[src/rtl/vsm_pkg.sv]
package vsm_pkg;
  localparam int NFLAGS   = 4;
  localparam int BIT_HMM  = 0;
  localparam int BIT_VMM  = 1;
  localparam int BIT_HOOS = 2;
  localparam int BIT_VOOS = 3;
  localparam int ADDR_STATUS = 0;
  localparam int ADDR_COUNTS = 1;
  typedef logic [NFLAGS-1:0] flag_vec_t;
endpackage

[src/rtl/vsm_meter.sv]
module vsm_meter #(
  parameter int W = 16
) (
  input  logic         clk,
  input  logic         rst,
  input  logic         mark,
  input  logic         tick,
  output logic [W-1:0] meas_o,
  output logic         eval_o,
  output logic         differ_o
);
  logic         mark_q;
  logic         started;
  logic         seen;
  logic [W-1:0] acc;
  logic         rise;
  logic         acc_full;

  assign rise     = mark & ~mark_q;
  assign acc_full = &acc;

  always_ff @(posedge clk) begin
    if (rst) begin
      mark_q   <= 1'b0;
      started  <= 1'b0;
      seen     <= 1'b0;
      acc      <= '0;
      meas_o   <= '0;
      eval_o   <= 1'b0;
      differ_o <= 1'b0;
    end else begin
      mark_q <= mark;
      eval_o <= 1'b0;
      if (rise) begin
        started <= 1'b1;
        acc     <= tick ? W'(1) : '0;
        if (started && (acc != '0)) begin
          meas_o   <= acc;
          seen     <= 1'b1;
          eval_o   <= seen;
          differ_o <= (acc != meas_o);
        end
      end else if (tick && !acc_full) begin
        acc <= acc + 1'b1;
      end
    end
  end

  AST_MEAS_HOLD: assert property (@(posedge clk) disable iff (rst)
    !rise |=> $stable(meas_o));
endmodule

[src/rtl/vsm_flags.sv]
module vsm_flags
  import vsm_pkg::*;
(
  input  logic      clk,
  input  logic      rst,
  input  flag_vec_t set_i,
  input  flag_vec_t clr_i,
  output flag_vec_t flags_o
);
  always_ff @(posedge clk) begin
    if (rst) flags_o <= '0;
    else     flags_o <= (flags_o & ~clr_i) | set_i;
  end

  for (genvar i = 0; i < NFLAGS; i++) begin : g_chk
    AST_SET_WINS: assert property (@(posedge clk) disable iff (rst)
      set_i[i] |=> flags_o[i]);
    AST_STICKY: assert property (@(posedge clk) disable iff (rst)
      (flags_o[i] && !clr_i[i]) |=> flags_o[i]);
    AST_CLEAR: assert property (@(posedge clk) disable iff (rst)
      (clr_i[i] && !set_i[i]) |=> !flags_o[i]);
  end
endmodule

[src/rtl/vsm_regport.sv]
module vsm_regport
  import vsm_pkg::*;
#(
  parameter int CNT_W  = 16,
  parameter int ADDR_W = 2,
  parameter int DATA_W = 32
) (
  input  logic              clk,
  input  logic              rst,
  input  logic              wr_en,
  input  logic [ADDR_W-1:0] wr_addr,
  input  logic [DATA_W-1:0] wr_data,
  input  logic              rd_en,
  input  logic [ADDR_W-1:0] rd_addr,
  input  flag_vec_t         flags_i,
  input  logic [CNT_W-1:0]  det_h_i,
  input  logic [CNT_W-1:0]  det_v_i,
  output flag_vec_t         clr_o,
  output logic [DATA_W-1:0] rd_data
);
  logic unused_wr_hi;
  assign unused_wr_hi = ^wr_data[DATA_W-1:NFLAGS];

  assign clr_o = (wr_en && (wr_addr == ADDR_W'(ADDR_STATUS))) ?
                 wr_data[NFLAGS-1:0] : '0;

  always_ff @(posedge clk) begin
    if (rst) begin
      rd_data <= '0;
    end else if (rd_en) begin
      if (rd_addr == ADDR_W'(ADDR_STATUS))
        rd_data <= DATA_W'(flags_i);
      else if (rd_addr == ADDR_W'(ADDR_COUNTS))
        rd_data <= DATA_W'({det_v_i, det_h_i});
      else
        rd_data <= '0;
    end
  end

  AST_RD_HOLD: assert property (@(posedge clk) disable iff (rst)
    !rd_en |=> $stable(rd_data));
endmodule

[src/rtl/sync_stab_mon.sv]
module sync_stab_mon
  import vsm_pkg::*;
#(
  parameter int CNT_W  = 16,
  parameter int ADDR_W = 2,
  parameter int DATA_W = 32
) (
  input  logic              clk,
  input  logic              rst,
  input  logic              hsync,
  input  logic              vsync,
  input  logic              de,
  input  logic [CNT_W-1:0]  exp_h,
  input  logic [CNT_W-1:0]  exp_v,
  input  logic              wr_en,
  input  logic [ADDR_W-1:0] wr_addr,
  input  logic [DATA_W-1:0] wr_data,
  input  logic              rd_en,
  input  logic [ADDR_W-1:0] rd_addr,
  output logic [DATA_W-1:0] rd_data,
  output logic [CNT_W-1:0]  det_h,
  output logic [CNT_W-1:0]  det_v,
  output logic [3:0]        status
);
  logic      de_q;
  logic      line_end;
  logic      h_eval, h_diff, v_eval, v_diff;
  flag_vec_t set_vec, clr_vec, flags;

  always_ff @(posedge clk) begin
    if (rst) de_q <= 1'b0;
    else     de_q <= de;
  end
  assign line_end = de_q & ~de;

  vsm_meter #(.W(CNT_W)) i_hmeter (
    .clk(clk), .rst(rst), .mark(hsync), .tick(de),
    .meas_o(det_h), .eval_o(h_eval), .differ_o(h_diff));

  vsm_meter #(.W(CNT_W)) i_vmeter (
    .clk(clk), .rst(rst), .mark(vsync), .tick(line_end),
    .meas_o(det_v), .eval_o(v_eval), .differ_o(v_diff));

  always_comb begin
    set_vec           = '0;
    set_vec[BIT_HOOS] = h_eval &  h_diff;
    set_vec[BIT_VOOS] = v_eval &  v_diff;
    set_vec[BIT_HMM]  = h_eval & ~h_diff & (det_h != exp_h);
    set_vec[BIT_VMM]  = v_eval & ~v_diff & (det_v != exp_v);
  end

  vsm_flags i_flags (
    .clk(clk), .rst(rst), .set_i(set_vec), .clr_i(clr_vec), .flags_o(flags));

  vsm_regport #(.CNT_W(CNT_W), .ADDR_W(ADDR_W), .DATA_W(DATA_W)) i_regport (
    .clk(clk), .rst(rst), .wr_en(wr_en), .wr_addr(wr_addr), .wr_data(wr_data),
    .rd_en(rd_en), .rd_addr(rd_addr), .flags_i(flags), .det_h_i(det_h),
    .det_v_i(det_v), .clr_o(clr_vec), .rd_data(rd_data));

  assign status = flags;

  AST_HMM_CAUSE: assert property (@(posedge clk) disable iff (rst)
    $rose(status[BIT_HMM]) |-> ($past(det_h) != $past(exp_h)));
  AST_VMM_CAUSE: assert property (@(posedge clk) disable iff (rst)
    $rose(status[BIT_VMM]) |-> ($past(det_v) != $past(exp_v)));
endmodule

[config.mk]
export PLATFORM = sky130hd
export DESIGN_NAME = sync_stab_mon
export DESIGN_NICKNAME = d
export VERILOG_FILES = /design/src/rtl/vsm_pkg.sv /design/src/rtl/vsm_meter.sv /design/src/rtl/vsm_flags.sv /design/src/rtl/vsm_regport.sv /design/src/rtl/sync_stab_mon.sv
export SDC_FILE = /design/constraint.sdc
export NUM_CORES = 1
export LEC_CHECK = 0
export ABC_AREA = 1
export BUFFER_PORTS_ARGS = -buffer_cell sky130_fd_sc_hd__buf_2
export CAP_MARGIN = 10
export CORE_ASPECT_RATIO = 1.75
export CORE_MARGIN = 3
export CORE_UTILIZATION = 40
export CTS_CLUSTER_DIAMETER = 60
export CTS_CLUSTER_SIZE = 40
export DETAILED_ROUTE_END_ITERATION = 16
export GPL_ROUTABILITY_DRIVEN = 0
export SLEW_MARGIN = 40
export SYNTH_ARGS = -nofsm -noshare
export SYNTH_HDL_FRONTEND = slang
export SYNTH_SLANG_ARGS = --single-unit
[constraint.sdc]
create_clock -name clk -period 2.2 [get_ports clk]
set_input_delay 0.33 -clock clk [delete_from_list [all_inputs] [get_ports clk]]
set_output_delay 0.33 -clock clk [all_outputs]
set_load 0.005 [all_outputs]
==> impl_metrics.json, run 1 <==
{
  "pwr-share-seq_pct": 50.8,
  "switching_share_pct": 27.6,
  "ys_seq_area_share_pct": 37.1,
  "drc": 0,
  "synth-main-ff-cell": "dfxtp_1",
  "worst_path_most_repeated_cell": "nand2_2",
  "ys_ff_latch": 111,
  "cp_slowest_cell": "dfxtp_1",
  "cts_tree": "done",
  "drive_above_1_share_pct": 16.5,
  "clk_pin_slew_ps": 80,
  "clockRootBuffer": "clkbuf_16",
  "status": "finished, final reports clean",
  "rsz0062_at_grt": "false",
  "globalRouteTotalUtil_pct": 20.3,
  "max_cap_viol_count": 0,
  "core.rowCount": 58,
  "syn_area_per_cell_sq_um": 6.41,
  "initial_utilization_pct": 41.3,
  "tns_ps": 0,
  "start_kind": "flop",
  "drv_slew": 0,
  "hold_viol": 0,
  "worst_pin_slew_ps": 584,
  "core_sq_mm": 0.0145,
  "grt_pass1_wl_mm": 27.3,
  "worst_setup_path_end_kind": "flop",
  "setup_viol": 0,
  "switchingPower_mw": 1.18,
  "cp.arrival_ps": 2060,
  "grt_pass1_vias": 5509,
  "skew_ps": 7.91,
  "holdWs_ps": 196,
  "peakVddDrop_v": 0.000463,
  "routed_wl_mm": 16.7,
  "fp.dieW_microns": 98.5,
  "leakage_nw": 3.29,
  "die_area_sq_mm": 0.0165,
  "antenna_cells": 0,
  "crit_path_max_incr_delay_ps": 450,
  "worst_hold_path_type": "in -> reg",
  "cts-buffers-inserted": 9,
  "antenna_found_initial": 0,
  "slew_headroom_pct": 60.8,
  "p_int_mw": 3.10,
  "grt_start_max_net_pins": 43,
  "p_clk_share_pct": 35.6,
  "fillers": 1589,
  "synth_edf_count": 0,
  "fin_crit_sh_pct": 83.1,
  "cts_hold_buf": 0,
  "clkLatencyLatePin_ps": 340,
  "ioPinCount": 143,
  "cp_cell_sequence": "ha_1 > nand2_2 > nor2_4 > nand2_4 > o21bai_4 > nand2_2 > o21ai_0 > nor2_1",
  "critPathKind": "reg -> reg",
  "hpwl_mm": 12.8,
  "cts_setup_buffers": 0,
  "grt-ovfl-total": 0,
  "power_density_mw_per_mm2": 610,
  "die_y_microns": 168,
  "combPwrFrac_pct": 13.6,
  "cts_max_level": 3,
  "fin_nets": 1116,
  "clockBufferDepth": 2,
  "syn_area_sq_mm": 0.00599,
  "min_period_ps": 1830,
  "synth_nets": 1013,
  "rrSetupSlack_ps": 370,
  "dr_total_vias": 5805,
  "synthCells": 934,
  "crit-reg2reg-launch": "i_vmeter.acc[0]",
  "crit_path_start": "i_vmeter.acc[0]",
  "cts_num_sinks": 111,
  "numPortBuffers": 114,
  "vias_per_cell": 4.75,
  "drt_iter0_drc": 186,
  "wire_per_inst_microns": 13.7,
  "utilization_pct": 48.3,
  "dr.pass1.iters": 5,
  "cts-resized-gates": 0,
  "min_from": "hsync",
  "ys_warn_count": 0,
  "crit_fanout": 11,
  "fmax_mhz": 547,
  "antenna_left": 0,
  "worst-endpoint-required_ps": 2430,
  "area_growth_pct": 17.1,
  "synthDistinctLibCells": 35,
  "async_reset_ff_share_pct": 0
}
==> worst paths after layout <==
path / end / cells after the start
max reg2reg: i_vmeter.acc[15] / 8
min reg2reg: i_hmeter.eval_o / 2
max: i_vmeter.acc[15] / 8
min: i_hmeter.mark_q / 3
==> final cells by class <==
type | instances | area, sq um | share of cell area, %
multi-input cells | 660 | 3120 | 44.4
flip-flops and latches | 111 | 2220 | 31.7
clock inverters | 7 | 48.8 | 0.696
repair buffers | 131 | 711 | 10.1
well taps | 180 | 225 | 3.21
clock buffers | 9 | 225 | 3.21
inverters | 124 | 465 | 6.63
==> flip-flops by register name (all words and copies together), names as in the netlist <==
register           count
i_regport.rd_data     32
i_hmeter.acc          16
i_hmeter.meas_o       16
i_vmeter.acc          16
i_vmeter.meas_o       16
i_flags.flags_o        4
de_q                   1
i_hmeter.differ_o      1
i_hmeter.eval_o        1
i_hmeter.mark_q        1
i_hmeter.seen          1
i_hmeter.started       1
i_vmeter.differ_o      1
i_vmeter.eval_o        1
i_vmeter.mark_q        1
i_vmeter.seen          1
i_vmeter.started       1
==> cell usage after synthesis, types with 6 or more instances <==
cell        n  area share [%]
nand3_1    34             2.8
xnor2_1    12             1.8
o21ai_0    88             7.4
dfxtp_1   111              37
xor2_1     24             3.5
buf_2      10            0.84
nand2_1   208              13
a21oi_1    62             5.2
nor2_1    179              11
inv_1     119             7.5
nand4_1    10             1.0
clkbuf_1   19             1.2
nor3_1      6            0.50
==> per-stage QoR <==
step	setup WS, ps	instance area (sq um)	std cells	total power [mW]
after floorplan	617	5990	934	2.57
after global placement	401	6740	1206	2.80
after detailed placement	368	6740	1206	2.81
after CTS	356	7020	1222	4.33
after global routing	179	7020	1222	4.50
final	372	7020	1222	4.28
==> per-layer routing <==
layer | GRT usage, % | share of wire (%)
met1 | 20.5 | 38
met2 | 41.6 | 58
met3 | 1.99 | 2.1
met4 | 6.60 | 2.1
met5 | 0 | 0
==> kinds of logic after synthesis <==
family / Yosys count / share of synthesized area (%)
compound gates: 163 / 14.4
xor+xnor: 36 / 5.26
fa+ha+maj: 4 / 0.835
buf+inv: 163 / 10.9
flops: 111 / 37.1
simple gates: 457 / 31.5
==> power by group through the flow <==
| stage | Combinational (mW) | Sequential, mW | Clock (mW) |
|---|---|---|---|
| floorplan | 0.361 | 2.21 | 0 |
| detailed placement | 0.589 | 2.22 | 0 |
| CTS | 0.592 | 2.17 | 1.57 |
| global route | 0.671 | 2.19 | 1.64 |
| global placement | 0.584 | 2.22 | 0 |
| finish | 0.582 | 2.17 | 1.52 |
==> cell usage in the layout, fill, tap and decap left out, drive strengths merged <==
cell / synthesis / routed
buf: 15 / 131
nand4: 10 / 10
xor2: 24 / 24
a21oi: 62 / 62
dfxtp: 111 / 111
nand3: 34 / 34
nand2: 215 / 215
ha: 4 / 4
o221ai: 4 / 4
a211oi: 1 / 1
o21ai: 92 / 92
clkbuf: 24 / 9
nor2: 188 / 188
o21bai: 3 / 3
nor3: 7 / 7
clkinv: 1 / 6
or2: 2 / 2
a31oi: 1 / 1
clkinvlp: 0 / 1
nand3b: 1 / 1
xnor2: 12 / 12
inv: 123 / 124
==> worst max-delay path, delay by kind of cell (launching register included) <==
kind | cells | cell delay (ps)
AO/OA/AOI/OAI | 2 | 460
AND/OR/NAND/NOR | 5 | 590
flip-flops | 1 | 450
adder cells (fa/ha/maj) | 1 | 230
Power figures use the tool's default switching activity.
==> inputs of run 2 (changes only) <==
==> constraint.sdc (replaced) <==
create_clock -name clk -period 1.5 [get_ports clk]
set_input_delay 0.225 -clock clk [delete_from_list [all_inputs] [get_ports clk]]
set_output_delay 0.225 -clock clk [all_outputs]
set_load 0.005 [all_outputs]
==> run 2 against run 1 <==
  * Maximum frequency rose by 21%
  * Via count is 5.8% higher
  * Register-to-register slack lost 380 ps
  * Sequential share of layout area down 3.0 points
  * Die area stayed put
  * Clock power is 62% higher
  * Worst setup slack worse by 380 ps
  * Global-route usage rose by 0.66 points
  * Cell count up 5.1%
  * The run now ends with setup timing left
  * Largest cell class unchanged
==> impl_metrics.json, run 2 (synthesized netlist as in run 1, its figures left out) <==
{
  "cts-buffers-inserted": 9,
  "clockBufferDepth": 2,
  "final_cell_mix": "nand2_1, nor2_1, inv_1",
  "drc": 0,
  "fmax_mhz": 663,
  "grt_start_max_net_pins": 48,
  "hold_viol": 0,
  "seqCellArea_sq_mm": 0.00225,
  "cp_cell_sequence": "ha_4 > nand2_4 > nor2_4 > nand2_4 > nor2_4 > nor2_4 > nor2_4 > nand2_1 > a21oi_1",
  "crit-reg2reg-launch": "i_vmeter.acc[0]",
  "min_path_cells": 3,
  "reg2regPathDepth": 9,
  "core_sq_mm": 0.0145,
  "cp.arrival_ps": 1770,
  "switching_share_pct": 27.0,
  "violations": "setup timing",
  "hpwl_mm": 13.2,
  "pwr-share-seq_pct": 48.0,
  "antenna_found_initial": 0,
  "die_y_microns": 168,
  "dr_total_vias": 6144,
  "grt_use_met1_pct": 21.4,
  "clockRootBuffer": "clkbuf_16",
  "drv_slew": 0,
  "max_flop_register": "i_regport.rd_data",
  "fillers": 1499,
  "min_from": "hsync",
  "cp_top_family": "simple AND/OR/NAND/NOR gates",
  "crit_fanout": 8,
  "fp.dieW_microns": 98.5,
  "antenna_cells": 0,
  "grt_use_met2_pct": 41.5,
  "largest_register_ffs": 32,
  "cts_num_sinks": 111,
  "worst_pin_slew_ps": 348,
  "min_period_ps": 1510,
  "rrSetupSlack_ps": -9,
  "total_power_mw": 6.61,
  "clkLatencyLatePin_ps": 340,
  "worst-path-buf-inv": 0,
  "top_usage_layer": "met2",
  "clk_pin_slew_ps": 70,
  "drt_iter0_drc": 220,
  "worst_slack_ps": -8.54,
  "numPortBuffers": 114,
  "grt-ovfl-total": 0,
  "status": "complete, but fails checks",
  "slew_headroom_pct": 76.7,
  "worst_setup_path_end_kind": "flop",
  "fin_nets": 1178,
  "antenna_left": 0,
  "cts_tree": "done",
  "fin_crit_sh_pct": 101,
  "r2r_end": "i_vmeter.acc[0]",
  "fin_area_sq_mm": 0.00785,
  "dr.pass1.iters": 4,
  "core.rowCount": 58,
  "multi_input_area_sq_mm": 0.00336,
  "peakVddDrop_v": 0.000489,
  "cp_slowest_cell": "dfxtp_4",
  "worst_hold_path_type": "in -> reg",
  "start_kind": "flop",
  "dpl_cell_area_sq_mm": 0.00720,
  "use_met3_pct": 2.28,
  "area_growth_pct": 31.0,
  "crit_path_max_incr_delay_ps": 380,
  "die_area_sq_mm": 0.0165,
  "leakage_nw": 3.72,
  "post-place-ws_ps": -86.0,
  "final_common_cell": "nand2_1",
  "switchingPower_mw": 1.79,
  "vias_per_cell": 4.79,
  "routed_wl_mm": 17.4,
  "initial_utilization_pct": 41.3,
  "critPathKind": "reg -> reg",
  "ioPinCount": 143,
  "p_int_mw": 4.83,
  "worst-endpoint-required_ps": 1760,
  "power_density_mw_per_mm2": 842,
  "worstHoldEndpoint": "i_hmeter.mark_q",
  "p_clk_share_pct": 37.3,
  "globalRouteTotalUtil_pct": 20.9,
  "worst_path_most_repeated_cell": "nor2_4",
  "setup_viol": 2,
  "drive_above_1_share_pct": 27.5,
  "combPwrFrac_pct": 14.7,
  "rsz0062_at_grt": "true",
  "cts_max_level": 3,
  "grt_pass1_vias": 5937,
  "max_cap_viol_count": 0,
  "grt_pass1_wl_mm": 28.0,
  "wire_per_inst_microns": 13.5,
  "skew_ps": 7.43,
  "holdWs_ps": 91.6
}
==> run 2: worst max path at each step <==
stage | cells past startpoint | endpoint | slack, ps | start
after floorplan | 8 | i_hmeter.acc[14] | 10 | i_hmeter.acc[1]
after global placement | 9 | i_vmeter.acc[8] | -40 | i_vmeter.acc[0]
after detailed placement | 8 | i_hmeter.acc[15] | -90 | i_hmeter.acc[13]
after CTS | 9 | i_hmeter.acc[15] | -0.4 | i_hmeter.acc[0]
after global routing | 8 | i_vmeter.acc[15] | -70 | i_vmeter.acc[0]
final | 9 | i_vmeter.acc[0] | -9 | i_vmeter.acc[0]
==> run 2: power groups by stage <==
stage / sequential [mW] / clock, mW / combinational (mW)
after detailed placement: 3.24 / 0 / 0.934
after global routing: 3.19 / 2.63 / 1.11
after global placement: 3.24 / 0 / 0.925
final: 3.17 / 2.47 / 0.974
after CTS: 3.17 / 2.55 / 0.949
after floorplan: 3.24 / 0 / 0.529
==> run 2: per-stage QoR <==
stage,TNS [ps],util (%),instances
floorplan,0,-,934
global placement,-233,49.6,1260
detailed placement,-747,49.6,1260
CTS,-0.391,52.1,1279
global route,-841,54.1,1284
finish,-11.0,54.1,1284
==> run 2: final cells by class <==
class	count	share of cell area, %
well taps	180	2.87
multi-input cells	660	42.8
clock inverters	6	0.861
inverters	124	5.93
clock buffers	10	3.04
repair buffers	193	15.8
flip-flops and latches	111	28.7
==> run 2: worst min-delay path, cell delays in order <==
cell,delay (ps)
buf_2,70
inv_1,30
nor2_1,70
==> run 2: routing by layer <==
| layer | vias to the layer above | wire length, microns |
|---|---|---|
| met5 | - | 0 |
| met3 | 38 | 514 |
| li1 | 3231 | - |
| met4 | 0 | 745 |
| met1 | 2754 | 6460 |
| met2 | 121 | 9630 |
==> run 2: repair_timing <==
action / CTS / global route
hold buffers: 0 / 0
setup endpoints to repair: 21 / 66
resized for setup: 13 / 98
pin swaps: 2 / 23
setup buffers: 3 / 5
